<file path="config.mk">
export PLATFORM = sky130hd
export DESIGN_NAME = msi_src_bank
export DESIGN_NICKNAME = d
export VERILOG_FILES = /design/src/rtl/msi_src_pkg.sv /design/src/rtl/msi_src_decode.sv /design/src/rtl/msi_prio_pick.sv /design/src/rtl/msi_src_datapath.sv /design/src/rtl/msi_src_bank.sv
export SDC_FILE = /design/constraint.sdc
export NUM_CORES = 1
export LEC_CHECK = 0
export ABC_CLOCK_PERIOD_IN_PS = 42800
export BUFFER_PORTS_ARGS = -buffer_cell sky130_fd_sc_hd__buf_2
export CAP_MARGIN = 20
export CORE_ASPECT_RATIO = 1.25
export CORE_MARGIN = 10
export CORE_UTILIZATION = 45
export CTS_CLUSTER_DIAMETER = 60
export DETAILED_ROUTE_END_ITERATION = 8
export GPL_TIMING_DRIVEN = 0
export MAX_ROUTING_LAYER = met4
export PLACE_DENSITY = 0.62
export SETUP_SLACK_MARGIN = 0.05
export SYNTH_ARGS = -nofsm -noshare
export SYNTH_HDL_FRONTEND = slang
export SYNTH_SLANG_ARGS = --single-unit
</file>
<file path="constraint.sdc">
create_clock -name clk -period 42.8 [get_ports clk]
set_clock_uncertainty 0.2 [all_clocks]
set_input_delay 4.28 -clock clk [delete_from_list [all_inputs] [get_ports clk]]
set_output_delay 4.28 -clock clk [all_outputs]
set_load 0.1 [all_outputs]
</file>
<file path="src/rtl/msi_src_pkg.sv">
package msi_src_pkg;

  localparam int DATA_W     = 32;
  localparam int SRC_IDX_W  = 5;   // supports up to 32 sources
  localparam int MASK_BIT   = 31;  // control word
  localparam int ACT_BIT    = 30;  // control word
  localparam int PRIO_LSB   = 16;  // control word
  localparam int EXT_BIT    = 31;  // routing word
  localparam int CRIT_BIT   = 30;  // routing word

  // Strobes from the decoder to the datapath
  typedef struct packed {
    logic                 anyRd;   // a read happened, rdData reloads
    logic                 regRd;   // read of a per-source word
    logic                 vpWr;    // control word write
    logic                 dstWr;   // routing word write
    logic                 dstSel;  // per-source access targets routing word
    logic                 iackRd;  // acknowledge read
    logic                 eoiWr;   // end-of-interrupt write
    logic [SRC_IDX_W-1:0] srcIdx;  // addressed source
  } strobe_t;

endpackage

</file>
<file path="src/rtl/msi_src_decode.sv">
module msi_src_decode #(
  parameter int NUM_SRC = 8,
  parameter int ADDR_W  = 9
) (
  input  logic                  rdEn,
  input  logic                  wrEn,
  input  logic [ADDR_W-1:0]     addr,
  output msi_src_pkg::strobe_t  strobes
);
  import msi_src_pkg::*;

  localparam int              BANK_BYTES = NUM_SRC * 32;
  localparam logic [ADDR_W-1:0] IACK_OFF = ADDR_W'(BANK_BYTES);
  localparam logic [ADDR_W-1:0] EOI_OFF  = ADDR_W'(BANK_BYTES + 16);

  logic inBank;

  always_comb begin
    inBank          = (addr < IACK_OFF) && (addr[3:0] == 4'd0);
    strobes         = '0;
    strobes.srcIdx  = SRC_IDX_W'(addr >> 5);
    strobes.dstSel  = addr[4];
    strobes.anyRd   = rdEn;
    strobes.regRd   = rdEn && inBank;
    strobes.vpWr    = wrEn && inBank && !addr[4];
    strobes.dstWr   = wrEn && inBank && addr[4];
    strobes.iackRd  = rdEn && (addr == IACK_OFF);
    strobes.eoiWr   = wrEn && (addr == EOI_OFF);
  end

endmodule

</file>
<file path="src/rtl/msi_prio_pick.sv">
module msi_prio_pick #(
  parameter int N  = 8,
  parameter int PW = 4,
  parameter int IW = 3
) (
  input  logic [N-1:0]         req,
  input  logic [N-1:0][PW-1:0] prio,
  output logic                 found,
  output logic [IW-1:0]        idx,
  output logic [PW-1:0]        topPrio
);
  // Descending scan with >= lets the lowest index win a tie.
  always_comb begin
    found   = 1'b0;
    idx     = '0;
    topPrio = '0;
    for (int i = N - 1; i >= 0; i--) begin
      if (req[i] && (!found || prio[i] >= topPrio)) begin
        found   = 1'b1;
        idx     = IW'(i);
        topPrio = prio[i];
      end
    end
  end

endmodule

</file>
<file path="src/rtl/msi_src_datapath.sv">
module msi_src_datapath #(
  parameter int NUM_SRC = 8,
  parameter int NUM_CPU = 2,
  parameter int PRIO_W  = 4,
  parameter int VEC_W   = 16
) (
  input  logic                              clk,
  input  logic                              rst,
  input  msi_src_pkg::strobe_t              strobes,
  input  logic [NUM_SRC-1:0]                srcSignal,
  input  logic [msi_src_pkg::DATA_W-1:0]    wrData,
  output logic [msi_src_pkg::DATA_W-1:0]    rdData,
  output logic [NUM_CPU-1:0]                cpuIrq,
  output logic                              extIrq,
  output logic                              critIrq,
  output logic [NUM_SRC-1:0]                pendVec,
  output logic [NUM_SRC-1:0]                isrVec,
  output logic                              ackFound,
  output logic [NUM_SRC-1:0][PRIO_W-1:0]    prioArr
);
  import msi_src_pkg::*;

  localparam int IDX_W = $clog2(NUM_SRC);
  localparam logic [DATA_W-1:0] SPURIOUS = DATA_W'({VEC_W{1'b1}});

  logic [NUM_SRC-1:0]               maskQ, pendQ, isrQ, dstExtQ, dstCritQ;
  logic [NUM_SRC-1:0][PRIO_W-1:0]   prioQ;
  logic [NUM_SRC-1:0][VEC_W-1:0]    vecQ;
  logic [NUM_SRC-1:0][NUM_CPU-1:0]  dstCpuQ;
  logic [DATA_W-1:0]                rdDataQ;

  logic [NUM_SRC-1:0] active, eligible, aboveIns, ackClr, eoiClr;
  logic [IDX_W-1:0]   srcSel, insIdx, ackIdx;
  logic [PRIO_W-1:0]  insPrio, ackPrio;
  logic               insFound;
  logic [DATA_W-1:0]  regVal, rdNext;

  assign srcSel = strobes.srcIdx[IDX_W-1:0];

  // Per-source qualification
  for (genvar g = 0; g < NUM_SRC; g++) begin : g_src
    assign active[g]   = pendQ[g] | isrQ[g];
    assign eligible[g] = pendQ[g] & ~maskQ[g] & (prioQ[g] != '0);
    assign aboveIns[g] = eligible[g] & (prioQ[g] > insPrio);
  end

  // Current in-service level: highest in-service priority
  msi_prio_pick #(.N(NUM_SRC), .PW(PRIO_W), .IW(IDX_W)) u_insPick (
    .req(isrQ), .prio(prioQ), .found(insFound), .idx(insIdx), .topPrio(insPrio)
  );

  // Acknowledge winner among sources above that level
  msi_prio_pick #(.N(NUM_SRC), .PW(PRIO_W), .IW(IDX_W)) u_ackPick (
    .req(aboveIns), .prio(prioQ), .found(ackFound), .idx(ackIdx), .topPrio(ackPrio)
  );

  assign ackClr = (strobes.iackRd && ackFound) ? (NUM_SRC'(1) << ackIdx) : '0;
  assign eoiClr = (strobes.eoiWr && insFound) ? (NUM_SRC'(1) << insIdx) : '0;

  // Request outputs
  always_comb begin
    cpuIrq  = '0;
    extIrq  = 1'b0;
    critIrq = 1'b0;
    for (int i = 0; i < NUM_SRC; i++) begin
      if (eligible[i] && dstExtQ[i]) begin
        extIrq = 1'b1;
      end else if (eligible[i] && dstCritQ[i]) begin
        critIrq = 1'b1;
      end else if (aboveIns[i]) begin
        cpuIrq = cpuIrq | (dstCpuQ[i] & (~dstCpuQ[i] + NUM_CPU'(1)));
      end
    end
  end

  // Read mux
  always_comb begin
    regVal = '0;
    if (strobes.dstSel) begin
      regVal[EXT_BIT]         = dstExtQ[srcSel];
      regVal[CRIT_BIT]        = dstCritQ[srcSel];
      regVal[NUM_CPU-1:0]     = dstCpuQ[srcSel];
    end else begin
      regVal[MASK_BIT]              = maskQ[srcSel];
      regVal[ACT_BIT]               = active[srcSel];
      regVal[PRIO_LSB +: PRIO_W]    = prioQ[srcSel];
      regVal[VEC_W-1:0]             = vecQ[srcSel];
    end
    if (strobes.regRd)       rdNext = regVal;
    else if (strobes.iackRd) rdNext = ackFound ? DATA_W'(vecQ[ackIdx]) : SPURIOUS;
    else                     rdNext = '0;
  end

  always_ff @(posedge clk) begin
    if (rst) begin
      maskQ    <= '1;
      prioQ    <= '0;
      vecQ     <= '0;
      dstCpuQ  <= '0;
      dstExtQ  <= '0;
      dstCritQ <= '0;
      pendQ    <= '0;
      isrQ     <= '0;
      rdDataQ  <= '0;
    end else begin
      for (int i = 0; i < NUM_SRC; i++) begin
        if (strobes.vpWr && srcSel == IDX_W'(i)) begin
          maskQ[i] <= wrData[MASK_BIT];
          vecQ[i]  <= wrData[VEC_W-1:0];
          if (!active[i]) prioQ[i] <= wrData[PRIO_LSB +: PRIO_W];
        end
        if (strobes.dstWr && srcSel == IDX_W'(i)) begin
          dstExtQ[i]  <= wrData[EXT_BIT];
          dstCritQ[i] <= wrData[CRIT_BIT];
          dstCpuQ[i]  <= wrData[NUM_CPU-1:0];
        end
      end
      pendQ <= (pendQ & ~ackClr) | srcSignal;
      isrQ  <= (isrQ | ackClr) & ~eoiClr;
      if (strobes.anyRd) rdDataQ <= rdNext;
    end
  end

  assign rdData  = rdDataQ;
  assign pendVec = pendQ;
  assign isrVec  = isrQ;
  assign prioArr = prioQ;

endmodule

</file>
<file path="src/rtl/msi_src_bank.sv">
module msi_src_bank #(
  parameter int NUM_SRC = 8,
  parameter int NUM_CPU = 2,
  parameter int PRIO_W  = 4,
  parameter int VEC_W   = 16,
  parameter int ADDR_W  = 9
) (
  input  logic               clk,
  input  logic               rst,
  input  logic [NUM_SRC-1:0] srcSignal,
  input  logic               rdEn,
  input  logic               wrEn,
  input  logic [ADDR_W-1:0]  addr,
  input  logic [31:0]        wrData,
  output logic [31:0]        rdData,
  output logic [NUM_CPU-1:0] cpuIrq,
  output logic               extIrq,
  output logic               critIrq
);

  msi_src_pkg::strobe_t            strobes;
  logic [NUM_SRC-1:0]              pendVec, isrVec;
  logic                            ackFound;
  logic [NUM_SRC-1:0][PRIO_W-1:0]  prioArr;

  msi_src_decode #(.NUM_SRC(NUM_SRC), .ADDR_W(ADDR_W)) u_decode (
    .rdEn(rdEn), .wrEn(wrEn), .addr(addr), .strobes(strobes)
  );

  msi_src_datapath #(
    .NUM_SRC(NUM_SRC), .NUM_CPU(NUM_CPU), .PRIO_W(PRIO_W), .VEC_W(VEC_W)
  ) u_datapath (
    .clk(clk), .rst(rst), .strobes(strobes), .srcSignal(srcSignal),
    .wrData(wrData), .rdData(rdData), .cpuIrq(cpuIrq), .extIrq(extIrq),
    .critIrq(critIrq), .pendVec(pendVec), .isrVec(isrVec),
    .ackFound(ackFound), .prioArr(prioArr)
  );

endmodule

</file>
Yosys cells after proc, flatten, opt, wreduce, memory -nomap -nowiden
Cells that the tools add are included.
{"block": "op_classes", "add_sub_neg": 8, "magnitude_cmp": 25, "n_eq_ne": 9, "n_shift": 2, "mux": 119, "n_bitwise": 77, "n_reduce_logical": 102}
{"cell": "$bmux 16 s3", "count": 2}
{"cell": "$mux 32", "count": 2}
{"cell": "$mux 4", "count": 16}
{"cell": "$ge 4x4->1", "count": 14}
{"cell": "$logic_and 1x1->1", "count": 55}
{"cell": "$mux 2", "count": 27}
{"cell": "$mux 16", "count": 3}
{"cell": "$mux 3", "count": 16}
{"cell": "$mux 1", "count": 44}
{"cell": "$gt 4x4->1", "count": 8}
{"cell": "$reduce_bool 4->1", "count": 8}
{"cell": "$and 1x1->1", "count": 24}
{"cell": "$eq 9x9->1 const B", "count": 2}
{"cell": "$mux 18", "count": 1}
{"cell": "$add 2x1->2 const B", "count": 8}
{"cell": "$and 2x2->2", "count": 8}
{"cell": "$and 8x8->8", "count": 2}
{"cell": "$mux 8", "count": 2}
{"cell": "$not 1->1", "count": 16}
{"cell": "$not 2->2", "count": 8}
{"cell": "$not 8->8", "count": 2}
{"cell": "$or 8x8->8", "count": 2}
{"cell": "$reduce_and 2->1", "count": 8}
{"cell": "$shl 1x3->8 const A", "count": 2}
{"cell": "other kinds (14)", "count": 62}
{"block": "word_totals", "ff_bits": 248, "inputBits": 53, "word_cells": 393}

Longest topological paths before layout
Gate-level depths: netlist of run 1.
{"block": "logic_depth", "depth_word": 65, "depth_mapped": 123, "ltp_nobuf": 119}

Hierarchy
From an unflattened synthesis of run 1, not the netlist that was laid out.
{"block": "unflattened", "cells_unflattened": 1831, "area_unflattened_um2": 15388.5}
{"module": "msi_src_datapath", "n_inst": 1, "cells_each": 1420, "area_per_inst_um2": 12527.0}
{"module": "msi_prio_pick", "n_inst": 2, "cells_each": 197, "area_per_inst_um2": 1362.6}
{"module": "msi_src_decode", "n_inst": 1, "cells_each": 17, "area_per_inst_um2": 136.4}

Worst setup path after synthesis of run 1
OpenSTA, ideal clock, no wires.
{"block": "synth_timing", "kind": "register to register", "from": "register u_datapath.isrQ[7], in the netlist u_datapath.isrVec[7]", "to": "register u_datapath.pendQ[7], in the netlist u_datapath.pendVec[7]", "setup_time_ns": 0.128, "arrival_time_ns": 21.862, "t_required_ns": 42.472, "setup_slack_ns": 20.610, "path_stages_with_launch": 110, "synth_period_minus_slack_ns": 22.190, "cell_sequence": "dfxtp_1 buf_4 inv_1 nor2_1 ha_1 nor2b_1 o21ai_0 o311ai_0 a41oi_1 ha_1 a21o_1 a31oi_1 o21ai_1 mux2_2 ha_1 a21o_1 a31oi_1 o21ai_1 [... 74 more ...] mux2_2 ha_1 nand2b_1 a21o_1 a21o_1 a21oi_1 a21o_1 mux2_2 ha_1 a21o_1 a21o_1 a21oi_1 a21o_1 nand3_1 nor3_1 nand2_1 a21oi_1 nor2_1"}
{"block": "synth_between", "elab_chain_cells": 65}
{"item": "from (decl)", "line": "msi_src_datapath.sv:26", "text": "logic [NUM_SRC-1:0] maskQ, pendQ, isrQ, dstExtQ, dstCritQ;"}
{"item": "from (signal assigned)", "line": "msi_src_datapath.sv:119", "text": "isrQ <= (isrQ | ackClr) & ~eoiClr;"}
{"item": "$mux 4 or $mux 1 (tied branches)", "line": "msi_prio_pick.sv:18", "text": "if (req[i] && (!found || prio[i] >= topPrio)) begin"}
{"item": "$ge 4x4->1 or $logic_not 1->1 (tied branches)", "line": "msi_prio_pick.sv:18"}
{"item": "$logic_or 1x1->1", "line": "msi_prio_pick.sv:18"}
{"item": "$logic_and 1x1->1", "line": "msi_prio_pick.sv:18"}
{"item": "$mux 4 or $mux 1 (tied branches)", "line": "msi_prio_pick.sv:18"}
{"item": "$ge 4x4->1 or $logic_not 1->1 (tied branches)", "line": "msi_prio_pick.sv:18"}
{"item": "$logic_or 1x1->1", "line": "msi_prio_pick.sv:18"}
{"item": "$logic_and 1x1->1", "line": "msi_prio_pick.sv:18"}
{"item": "[... 49 more ...]"}
{"item": "$logic_or 1x1->1", "line": "msi_prio_pick.sv:18"}
{"item": "$logic_and 1x1->1", "line": "msi_prio_pick.sv:18"}
{"item": "$mux 3 or $mux 1 (tied branches)", "line": "msi_prio_pick.sv:18"}
{"item": "$shl 1x3->8 or $logic_and 1x1->1 (tied branches)", "line": "msi_src_datapath.sv:57", "text": "assign ackClr = (strobes.iackRd && ackFound) ? (NUM_SRC'(1) << ackIdx) : '0;"}
{"item": "$mux 8 (*)", "line": "msi_src_datapath.sv:57"}
{"item": "$not 8->8 (*)", "line": "msi_src_datapath.sv:118", "text": "pendQ <= (pendQ & ~ackClr) | srcSignal;"}
{"item": "$and 8x8->8 (*)", "line": "msi_src_datapath.sv:118"}
{"item": "$or 8x8->8 (*)", "line": "msi_src_datapath.sv:118"}
{"item": "to (signal assigned)", "line": "msi_src_datapath.sv:118"}
{"item": "to (decl)", "line": "msi_src_datapath.sv:26"}
Every way passes the cells marked *; elsewhere a longest branch is shown, timed or not.
A chain may end at the register's enable or synchronous reset.

Final worst setup path of run 1
Ends and elaborated chain as after synthesis.

==> summary.md, run 1 <==
• **placed instance count** 2350
• **vertical die dimension** 225 um
• **non-filler cells in the finished layout** 2403
• **Routed WL per cell** 24.8 um
• **Total Die Area** 41400 um2
• **Worst Path Class, Setup** flop to flop
• **data required time of the critical path** 43.03 ns
• **unique cell type count in the Yosys netlist** 98
• **kind of end point of the critical path** flop
• **total setup buffers inserted after CTS** 0
• **number of clock buffers inserted by TritonCTS** 26
• **number of antenna violations at the first check in global routing** 1
• **cell area after synthesis** 15100 um2
• **placement-stage cell area** 15900 um2
• **Primary FF master, synth** dfxtp_1
• **most frequent cell after synthesis** nand2_1
• **post-route antenna net violation count** 0
• **Setup WS post-layout** 15.71 ns
• **clock sink total** 238
• **number of global-route vias before repair** 14315
• **startpoint type of the worst setup path** flop
• **run status** complete, no violations
• **fraction of the core area covered by cells at the end of the flow** 0.505
• **Max H-tree Level** 1
• **vias per cell** 6.19
• **unrepaired setup endpoints after global routing** false
• **global placement routability congestion** 0.989
• **leading post-synthesis cells by cell area** dfxtp_1, nand2_1, mux4_2
• **aggregate global-route resource usage** 0.289
• **number of fill cells in the layout** 3327
• **worst-margin pin slew** 1.17 ns
• **worst setup timing slack at the placement stage** 15.84 ns
• **peak clock frequency supported by timing** 36.9 MHz
• **number of buffers on the longest clock path** 3
• **die outline width** 184 um
• **Final Setup Violations** 0
• **Skew-Pair Late Insertion Delay** 0.56 ns
• **area growth from synthesis to final layout** 11.4%
• **Synth top area share** 0.315
• **post-route worst hold slack** 0.268 ns
• **I/O pin count** 89
• **number of hold violations in the final report** 0
• **total power per unit cell area** 29.0 nW/um2
• **wire length of the first global-routing pass** 88500 um
• **max-slew violation count** 0
• **leakage component of the power** 6.15 nW
• **IO Port Bufs** 48
• **CP max stage delay** 1.05 ns
• **syn_area_per_cell** 8.10 um2
• **grt ovf** 0
• **number of storage elements in the synthesis netlist** 238
• **cell with the biggest individual delay on the critical path** nor3_1
• **share of layout cells above drive strength 1** 0.121
• **Final Total Pwr** 489 uW
• **share of synthesized registers carrying an async set or reset** 0
• **post-detailed-routing wire length** 59700 um
• **post-synthesis sequential area ratio** 0.315
• **number of search-and-repair iterations in the first detailed-routing pass** 6
• **initial detailed-routing violation count** 1477
• **period utilization** 0.633
• **most repeated library cell on the critical path** a21o_1
• **yosys warns** 0
• **CTS clock-pin slew for the worst setup and hold paths** 0.07 ns
• **top cells by count, synth** nand2_1, dfxtp_1, a21oi_1
• **peak supply drop** 0.0000352 V
• **TritonCTS clock tree** done
• **placed wire-length estimate after detailed placement** 44500 um
• **number of rows in the core area** 75
• **number of synthesized flops with an enable pin** 0
• **Post-Synthesis Cells** 1868
• **sum of negative setup slack** 0 ns
• **number of instances resized during post-cts repair** 0
• **initial core utilization** 0.453
• **Yosys top cell by area** dfxtp_1
• **worst-case headroom to the max-slew limit** 0.218
• **post-route cell area** 16900 um2
• **number of vias in the routed layout** 14868
• **CTS Hold Bufs** 0
• **classification of the worst-slack hold path** flop to flop
• **Final #Nets** 2091
• **area of the placeable core** 33400 um2
• **maximum net fanout on the critical path** 10
• **number of remaining DRC errors** 0
• **max-cap check violation count** 0
• **clock root buffer** clkbuf_16
• **final worst path period need** 27.09 ns
• **CP arrival** 27.32 ns
• **maximum number of pins on one net before global-route repair** 14
==> area by class of cell <==
class                      instances  area (um2)  area share
multi-input combinational       1439        9530       0.565
sequential                       238        4760       0.283
clock buffer                      35         716      0.0424
buffer                           135         626      0.0371
tap                              423         529      0.0314
timing repair buffer              55         297      0.0176
inverter                          65         244      0.0145
clock inverter                    12         150     0.00890
antenna                            1        2.50    0.000148
==> worst max-delay path: cells and delay by family (launching register included) <==
family,cells,cell delay [ns]
AOI/OAI and AO/OA,54,11.56
and+or+nand+nor,25,5.11
adders and majority gates,16,4.40
muxes,9,3.56
buffers and inverters,8,1.58
DFF,1,0.55
==> registers in the layout, indices dropped and copies added, names as in the netlist <==
register,cells
u_datapath.vecQ,128
u_datapath.prioArr,32
u_datapath.rdData,22
u_datapath.dstCpuQ,16
u_datapath.dstCritQ,8
u_datapath.dstExtQ,8
u_datapath.isrVec,8
u_datapath.maskQ,8
u_datapath.pendVec,8
==> layout by cell type, fill, tap and decap left out, types with 18 or more instances in the layout <==
cell	count
a211oi_1	25
a21o_1	27
a21oi_1	234
and2_1	18
buf_2	59
clkbuf_1	97
clkbuf_16	27
dfxtp_1	238
ha_1	78
inv_1	65
mux2i_1	86
mux4_2	53
nand2_1	393
nand2b_1	19
nand3_1	57
nand3b_1	19
nor2_1	105
nor2b_1	22
o21ai_0	59
o21ai_1	26
==> power by group <==
group	internal, mW	switching [mW]	total, mW
clock network	0.136	0.101	0.236
logic	0.00702	0.0226	0.0296
registers	0.222	0.000682	0.223
==> worst paths after layout <==
check,startpoint,end,slack (ns),cells past startpoint
min reg2reg,u_datapath.vecQ[33],u_datapath.vecQ[33],0.27,2
min,u_datapath.vecQ[33],u_datapath.vecQ[33],0.27,2
max reg2reg,u_datapath.isrVec[7],u_datapath.pendVec[7],15.71,112
max,u_datapath.isrVec[7],u_datapath.pendVec[7],15.71,112
==> cells by family after synthesis <==
kind of cell | after synthesis | synth area share
fa+ha+maj | 79 | 0.0652
compound gates | 484 | 0.202
simple gates | 708 | 0.210
other cells | 1 | 0.000248
buf+inv | 200 | 0.0575
flops | 238 | 0.315
mux | 156 | 0.149
xor+xnor | 2 | 0.00116
==> routing by layer <==
metal	vias to the layer above	track usage	share of wire
li1	6815	-	-
met5	-	-	0
met1	7068	0.323	0.38
met3	228	0.0389	0.072
met4	0	0.187	0.069
met2	757	0.476	0.48
Power figures use the tool's default switching activity.
==> run 2: changes to the inputs <==
--- a/config.mk
+++ b/config.mk
@@ -5,7 +5,8 @@
 export SDC_FILE = /design/constraint.sdc
 export NUM_CORES = 1
 export LEC_CHECK = 0
-export ABC_CLOCK_PERIOD_IN_PS = 42800
+export ABC_AREA = 1
+export ABC_CLOCK_PERIOD_IN_PS = 24000
 export BUFFER_PORTS_ARGS = -buffer_cell sky130_fd_sc_hd__buf_2
 export CAP_MARGIN = 20
 export CORE_ASPECT_RATIO = 1.25
@@ -15,7 +16,7 @@
 export DETAILED_ROUTE_END_ITERATION = 8
 export GPL_TIMING_DRIVEN = 0
 export MAX_ROUTING_LAYER = met4
-export PLACE_DENSITY = 0.62
+export PLACE_DENSITY = 0.64
 export SETUP_SLACK_MARGIN = 0.05
 export SYNTH_ARGS = -nofsm -noshare
 export SYNTH_HDL_FRONTEND = slang
==> constraint.sdc (replaced) <==
create_clock -name clk -period 24 [get_ports clk]
set_clock_uncertainty 0.2 [all_clocks]
set_input_delay 2.4 -clock clk [delete_from_list [all_inputs] [get_ports clk]]
set_output_delay 2.4 -clock clk [all_outputs]
set_load 0.1 [all_outputs]
==> run 2 against run 1 <==
  * Utilization grew 0.90 points
  * Clock power is 87% higher
  * Synthesized cell count grew 23%
  * First-iteration DRC count rose by 44%
  * Critical path type unchanged
  * Critical endpoint is now u_datapath.rdData[5]
==> summary.md, run 2 <==
• **CTS Hold Bufs** 0
• **startpoint type of the worst setup path** flop
• **Final Total Pwr** 917 uW
• **number of storage elements in the synthesis netlist** 238
• **maximum number of pins on one net before global-route repair** 14
• **grt ovf** 0
• **post-synthesis sequential area ratio** 0.317
• **kind of end point of the critical path** flop
• **register bank with the most flops** u_datapath.vecQ
• **CP max stage delay** 0.53 ns
• **vertical die dimension** 224 um
• **die outline width** 183 um
• **leakage component of the power** 7.13 nW
• **HP Start** u_datapath.rdData[16]
• **unrepaired setup endpoints after global routing** false
• **Final Setup Violations** 0
• **number of buffers on the longest clock path** 3
• **most frequent cell after synthesis** nand2_1
• **number of hold violations in the final report** 0
• **number of instances resized during post-cts repair** 0
• **max-slew violation count** 0
• **post-route antenna net violation count** 0
• **Yosys top cell by area** dfxtp_1
• **top cells by count, synth** nand2_1, a21oi_1, inv_1
• **commonest non-fill, non-tap cell in the layout** nand2_1
• **period utilization** 0.852
• **CTS clock-pin slew for the worst setup and hold paths** 0.06 ns
• **number of antenna violations at the first check in global routing** 0
• **I/O pin count** 89
• **global placement routability congestion** 1.07
• **TritonCTS clock tree** done
• **Routed WL per cell** 23.8 um
• **most repeated library cell on the critical path** nand2_1
• **Primary FF master, synth** dfxtp_1
• **Min-Delay Path Depth** 2
• **run status** complete, no violations
• **IO Port Bufs** 65
• **classification of the worst-slack hold path** flop to flop
• **number of clock buffers inserted by TritonCTS** 29
• **number of synthesized flops with an enable pin** 0
• **wire length of the first global-routing pass** 99300 um
• **final worst path period need** 20.44 ns
• **worst setup timing slack at the placement stage** 3.93 ns
• **number of remaining DRC errors** 0
• **placed wire-length estimate after detailed placement** 49600 um
• **CP arrival** 20.74 ns
• **total setup buffers inserted after CTS** 0
• **Worst Path Class, Setup** flop to flop
• **number of global-route vias before repair** 16329
• **clock root buffer** clkbuf_16
• **aggregate global-route resource usage** 0.327
• **register-to-register setup slack** 3.56 ns
• **Skew-Pair Late Insertion Delay** 0.58 ns
• **clock sink total** 238
• **max-cap check violation count** 0
• **commonest cells after routing, fill and taps aside** nand2_1, a21oi_1, inv_1
• **initial detailed-routing violation count** 2121
• **sum of negative setup slack** 0 ns
• **area of the placeable core** 32900 um2
• **n_diodes** 0
• **cell area after synthesis** 15000 um2
• **post-detailed-routing wire length** 67500 um
• **fraction of the core area covered by cells at the end of the flow** 0.514
• **worst-case headroom to the max-slew limit** 0.210
• **Synth top area share** 0.317
• **initial core utilization** 0.457
• **number of search-and-repair iterations in the first detailed-routing pass** 6
• **RR Startpoint** u_datapath.prioArr[31]
• **worst reg2reg endpoint** u_datapath.rdData[5]
• **Setup WS post-layout** 3.56 ns
• **leading post-synthesis cells by cell area** dfxtp_1, nand2_1, a21oi_1
• **number of fill cells in the layout** 3413
• **Total Die Area** 41200 um2
• **share of synthesized registers carrying an async set or reset** 0
• **maximum net fanout on the critical path** 10
• **Max H-tree Level** 1
• **Final #Nets** 2534
• **data required time of the critical path** 24.30 ns
• **Hold Path End** u_datapath.rdData[16]
• **yosys warns** 0
• **worst-margin pin slew** 1.18 ns
• **share of layout cells above drive strength 1** 0.0938
• **number of vias in the routed layout** 17143
• **number of rows in the core area** 74
• **peak clock frequency supported by timing** 48.9 MHz
• **unique cell type count in the Yosys netlist** 49
• **cell with the biggest individual delay on the critical path** dfxtp_1
• **max reg flops** 128
• **vias per cell** 6.04
• **area growth from synthesis to final layout** 12.3%
• **total power per unit cell area** 54.3 nW/um2
• **r2r worst-path depth** 142
• **peak supply drop** 0.0000610 V
• **syn_area_per_cell** 6.55 um2
• **Post-Synthesis Cells** 2294
## run 2: per-stage QoR
step                      instances  hold slack [ns]  area, um2
after floorplan                2303            0.244      15100
after global placement         2786            0.255      15900
after detailed placement       2790            0.261      16000
after CTS                      2838            0.269      16900
after global routing           2838            0.285      16900
final                          2838            0.267      16900
## run 2: cell families (layout without fill, tap and decap cells)
| kind of cell | after synthesis | after routing | synth area share |
|---|---|---|---|
| buf+inv | 397 | 514 | 0.110 |
| fa+ha+maj | 78 | 78 | 0.0649 |
| simple gates | 953 | 953 | 0.274 |
| other cells | 1 | 10 | 0.000249 |
| compound gates | 627 | 627 | 0.235 |
| flops | 238 | 238 | 0.317 |
## run 2: power by group
part | total [mW] | internal, mW | leakage, nW | switching [mW]
combinational | 0.0769 | 0.0137 | 4.75 | 0.0631
clock | 0.441 | 0.260 | 0.455 | 0.181
sequential | 0.399 | 0.398 | 1.92 | 0.00153
## run 2: layout make-up
cell class,instances,area [um2],area share
Buffer,128,634,0.0376
Clock buffer,42,835,0.0494
Clock inverter,6,90.1,0.00533
Inverter,269,1010,0.0599
Multi-Input combinational cell,1668,8660,0.513
Sequential cell,238,4760,0.282
Tap cell,418,523,0.0310
Timing Repair Buffer,69,367,0.0217
## run 2: critical path: cells and delay by family, from the launching register on
| kind | cells | cell delay [ns] |
|---|---|---|
| AO/OA/AOI/OAI | 44 | 6.57 |
| AND/OR/NAND/NOR | 67 | 6.49 |
| adder cells (fa/ha/maj) | 15 | 4.32 |
| buffers and inverters | 16 | 2.19 |
| flip-flops | 1 | 0.53 |
## run 2: layer usage
layer  routed length, um  GRT usage  vias to the layer above
met2               30700      0.526                     1046
met4                6600      0.269                        0
li1                    -          -                     7893
met1               23700      0.350                     7867
met3                6580     0.0561                      337
met5                   0          -                        -
## run 2: worst max-delay path by stage
stage | start | end | depth (start not counted)
floorplan | u_datapath.isrVec[7] | u_datapath.rdData[5] | 138
global placement | u_datapath.prioArr[31] | u_datapath.rdData[5] | 134
detailed placement | u_datapath.prioArr[31] | u_datapath.rdData[5] | 140
CTS | u_datapath.prioArr[31] | u_datapath.rdData[5] | 140
global route | u_datapath.prioArr[31] | u_datapath.rdData[5] | 144
finish | u_datapath.prioArr[31] | u_datapath.rdData[5] | 142
==> run 3: changes to the inputs <==
--- a/config.mk
+++ b/config.mk
@@ -9,8 +9,6 @@
 export ABC_CLOCK_PERIOD_IN_PS = 24000
 export BUFFER_PORTS_ARGS = -buffer_cell sky130_fd_sc_hd__buf_2
 export CAP_MARGIN = 20
-export CORE_ASPECT_RATIO = 1.25
-export CORE_MARGIN = 10
 export CORE_UTILIZATION = 45
 export CTS_CLUSTER_DIAMETER = 60
 export DETAILED_ROUTE_END_ITERATION = 8
==> run 3 against run 2 <==
  * Setup slack got worse by 0.13 ns
  * Power increased by 1.9%
  * Critical path type unchanged
  * Wire length up 0.19%
  * Largest cell class unchanged
  * Final cell count increased by 1.1%
==> summary.md, run 3 (same netlist as run 2, synthesis figures left out) <==
• **run status** complete, no violations
• **total power per unit cell area** 55.0 nW/um2
• **grt ovf** 0
• **initial core utilization** 0.460
• **maximum net fanout on the critical path** 10
• **number of search-and-repair iterations in the first detailed-routing pass** 6
• **commonest cells after routing, fill and taps aside** nand2_1, a21oi_1, inv_1
• **Final #Nets** 2534
• **I/O pin count** 89
• **initial detailed-routing violation count** 2201
• **max reg flops** 128
• **number of clock buffers inserted by TritonCTS** 29
• **number of hold violations in the final report** 0
• **r2r worst-path depth** 138
• **Total Die Area** 34100 um2
• **most repeated library cell on the critical path** nand2_1
• **Final Setup Violations** 0
• **CTS clock-pin slew for the worst setup and hold paths** 0.07 ns
• **register-to-register setup slack** 3.43 ns
• **aggregate global-route resource usage** 0.406
• **worst-case headroom to the max-slew limit** 0.221
• **data required time of the critical path** 24.30 ns
• **unrepaired setup endpoints after global routing** false
• **sum of negative setup slack** 0 ns
• **worst-margin pin slew** 1.17 ns
• **startpoint type of the worst setup path** flop
• **die outline width** 185 um
• **classification of the worst-slack hold path** flop to flop
• **CTS Hold Bufs** 0
• **number of rows in the core area** 66
• **CP max stage delay** 0.55 ns
• **cell with the biggest individual delay on the critical path** dfxtp_1
• **peak supply drop** 0.0000600 V
• **non-filler cells in the finished layout** 2869
• **wire length of the first global-routing pass** 98700 um
• **number of global-route vias before repair** 15618
• **Skew-Pair Late Insertion Delay** 0.57 ns
• **vertical die dimension** 185 um
• **area growth from synthesis to final layout** 12.9%
• **kind of end point of the critical path** flop
• **clock root buffer** clkbuf_16
• **placed wire-length estimate after detailed placement** 49500 um
• **number of fill cells in the layout** 3437
• **post-detailed-routing wire length** 67700 um
• **Final Total Pwr** 934 uW
• **CP arrival** 20.86 ns
• **number of instances resized during post-cts repair** 0
• **Min-Delay Path Depth** 2
• **number of vias in the routed layout** 17142
• **Routed WL per cell** 23.6 um
• **number of antenna violations at the first check in global routing** 2
• **IO Port Bufs** 65
• **peak clock frequency supported by timing** 48.6 MHz
• **max-slew violation count** 0
• **vias per cell** 5.97
• **Worst Path Class, Setup** flop to flop
• **TritonCTS clock tree** done
• **number of buffers on the longest clock path** 3
• **max-cap check violation count** 0
• **Max H-tree Level** 1
• **total setup buffers inserted after CTS** 0
• **area of the placeable core** 32700 um2
• **share of layout cells above drive strength 1** 0.0965
• **clock sink total** 238
• **leakage component of the power** 7.15 nW
• **register bank with the most flops** u_datapath.vecQ
• **maximum number of pins on one net before global-route repair** 15
• **global placement routability congestion** 1.05
• **placed instance count** 2814
• **final worst path period need** 20.57 ns
• **commonest non-fill, non-tap cell in the layout** nand2_1
• **period utilization** 0.857
• **number of remaining DRC errors** 0
• **post-route antenna net violation count** 0
==> run 3: worst paths after layout <==
| kind | from | to |
|---|---|---|
| worst max-delay path | u_datapath.prioArr[31] | u_datapath.rdData[5] |
| worst min-delay path | u_datapath.rdData[17] | u_datapath.rdData[17] |
| worst max register to register | u_datapath.prioArr[31] | u_datapath.rdData[5] |
| worst min register to register | u_datapath.rdData[17] | u_datapath.rdData[17] |
==> run 3: routing by layer <==
layer / part of all wire / track usage / vias up / wire length [um]
li1: - / - / 7876 / -
met1: 0.42 / 0.544 / 7983 / 28600
met2: 0.40 / 0.568 / 1094 / 27400
met3: 0.14 / 0.140 / 189 / 9260
met4: 0.036 / 0.124 / 0 / 2410
met5: 0 / - / - / 0
==> run 3: cell type report <==
cell class | count | area, um2 | area share
Inverter | 269 | 1010 | 0.0596
Tap cell | 442 | 553 | 0.0326
Buffer | 128 | 634 | 0.0374
Clock buffer | 43 | 868 | 0.0511
Antenna cell | 2 | 5.00 | 0.000295
Timing Repair Buffer | 69 | 363 | 0.0214
Clock inverter | 10 | 116 | 0.00685
Sequential cell | 238 | 4760 | 0.281
Multi-Input combinational cell | 1668 | 8660 | 0.510
==> run 3: worst max-delay path: cells and delay by family, from the launching register on <==
family,cells,cell delay (ns)
buf+inv,15,2.18
fa+ha+maj,15,4.31
compound gates,46,7.27
flops,1,0.55
simple gates,62,5.91
==> run 3: per-stage QoR <==
step	cell area [um2]	setup slack (ns)	hold WS, ns	utilization
global route	17000	1.72	0.287	0.519
CTS	17000	3.97	0.266	0.519
finish	17000	3.43	0.265	0.519
detailed placement	16000	4.12	0.257	0.489
floorplan	15100	7.54	0.244	-
global placement	15900	3.48	0.251	0.488
==> run 3: report_power, final <==
| group | leakage (nW) | total (mW) | internal (mW) | switching [mW] |
|---|---|---|---|---|
| combinational | 4.75 | 0.0771 | 0.0137 | 0.0634 |
| clock | 0.481 | 0.458 | 0.271 | 0.187 |
| sequential | 1.92 | 0.399 | 0.398 | 0.00156 |
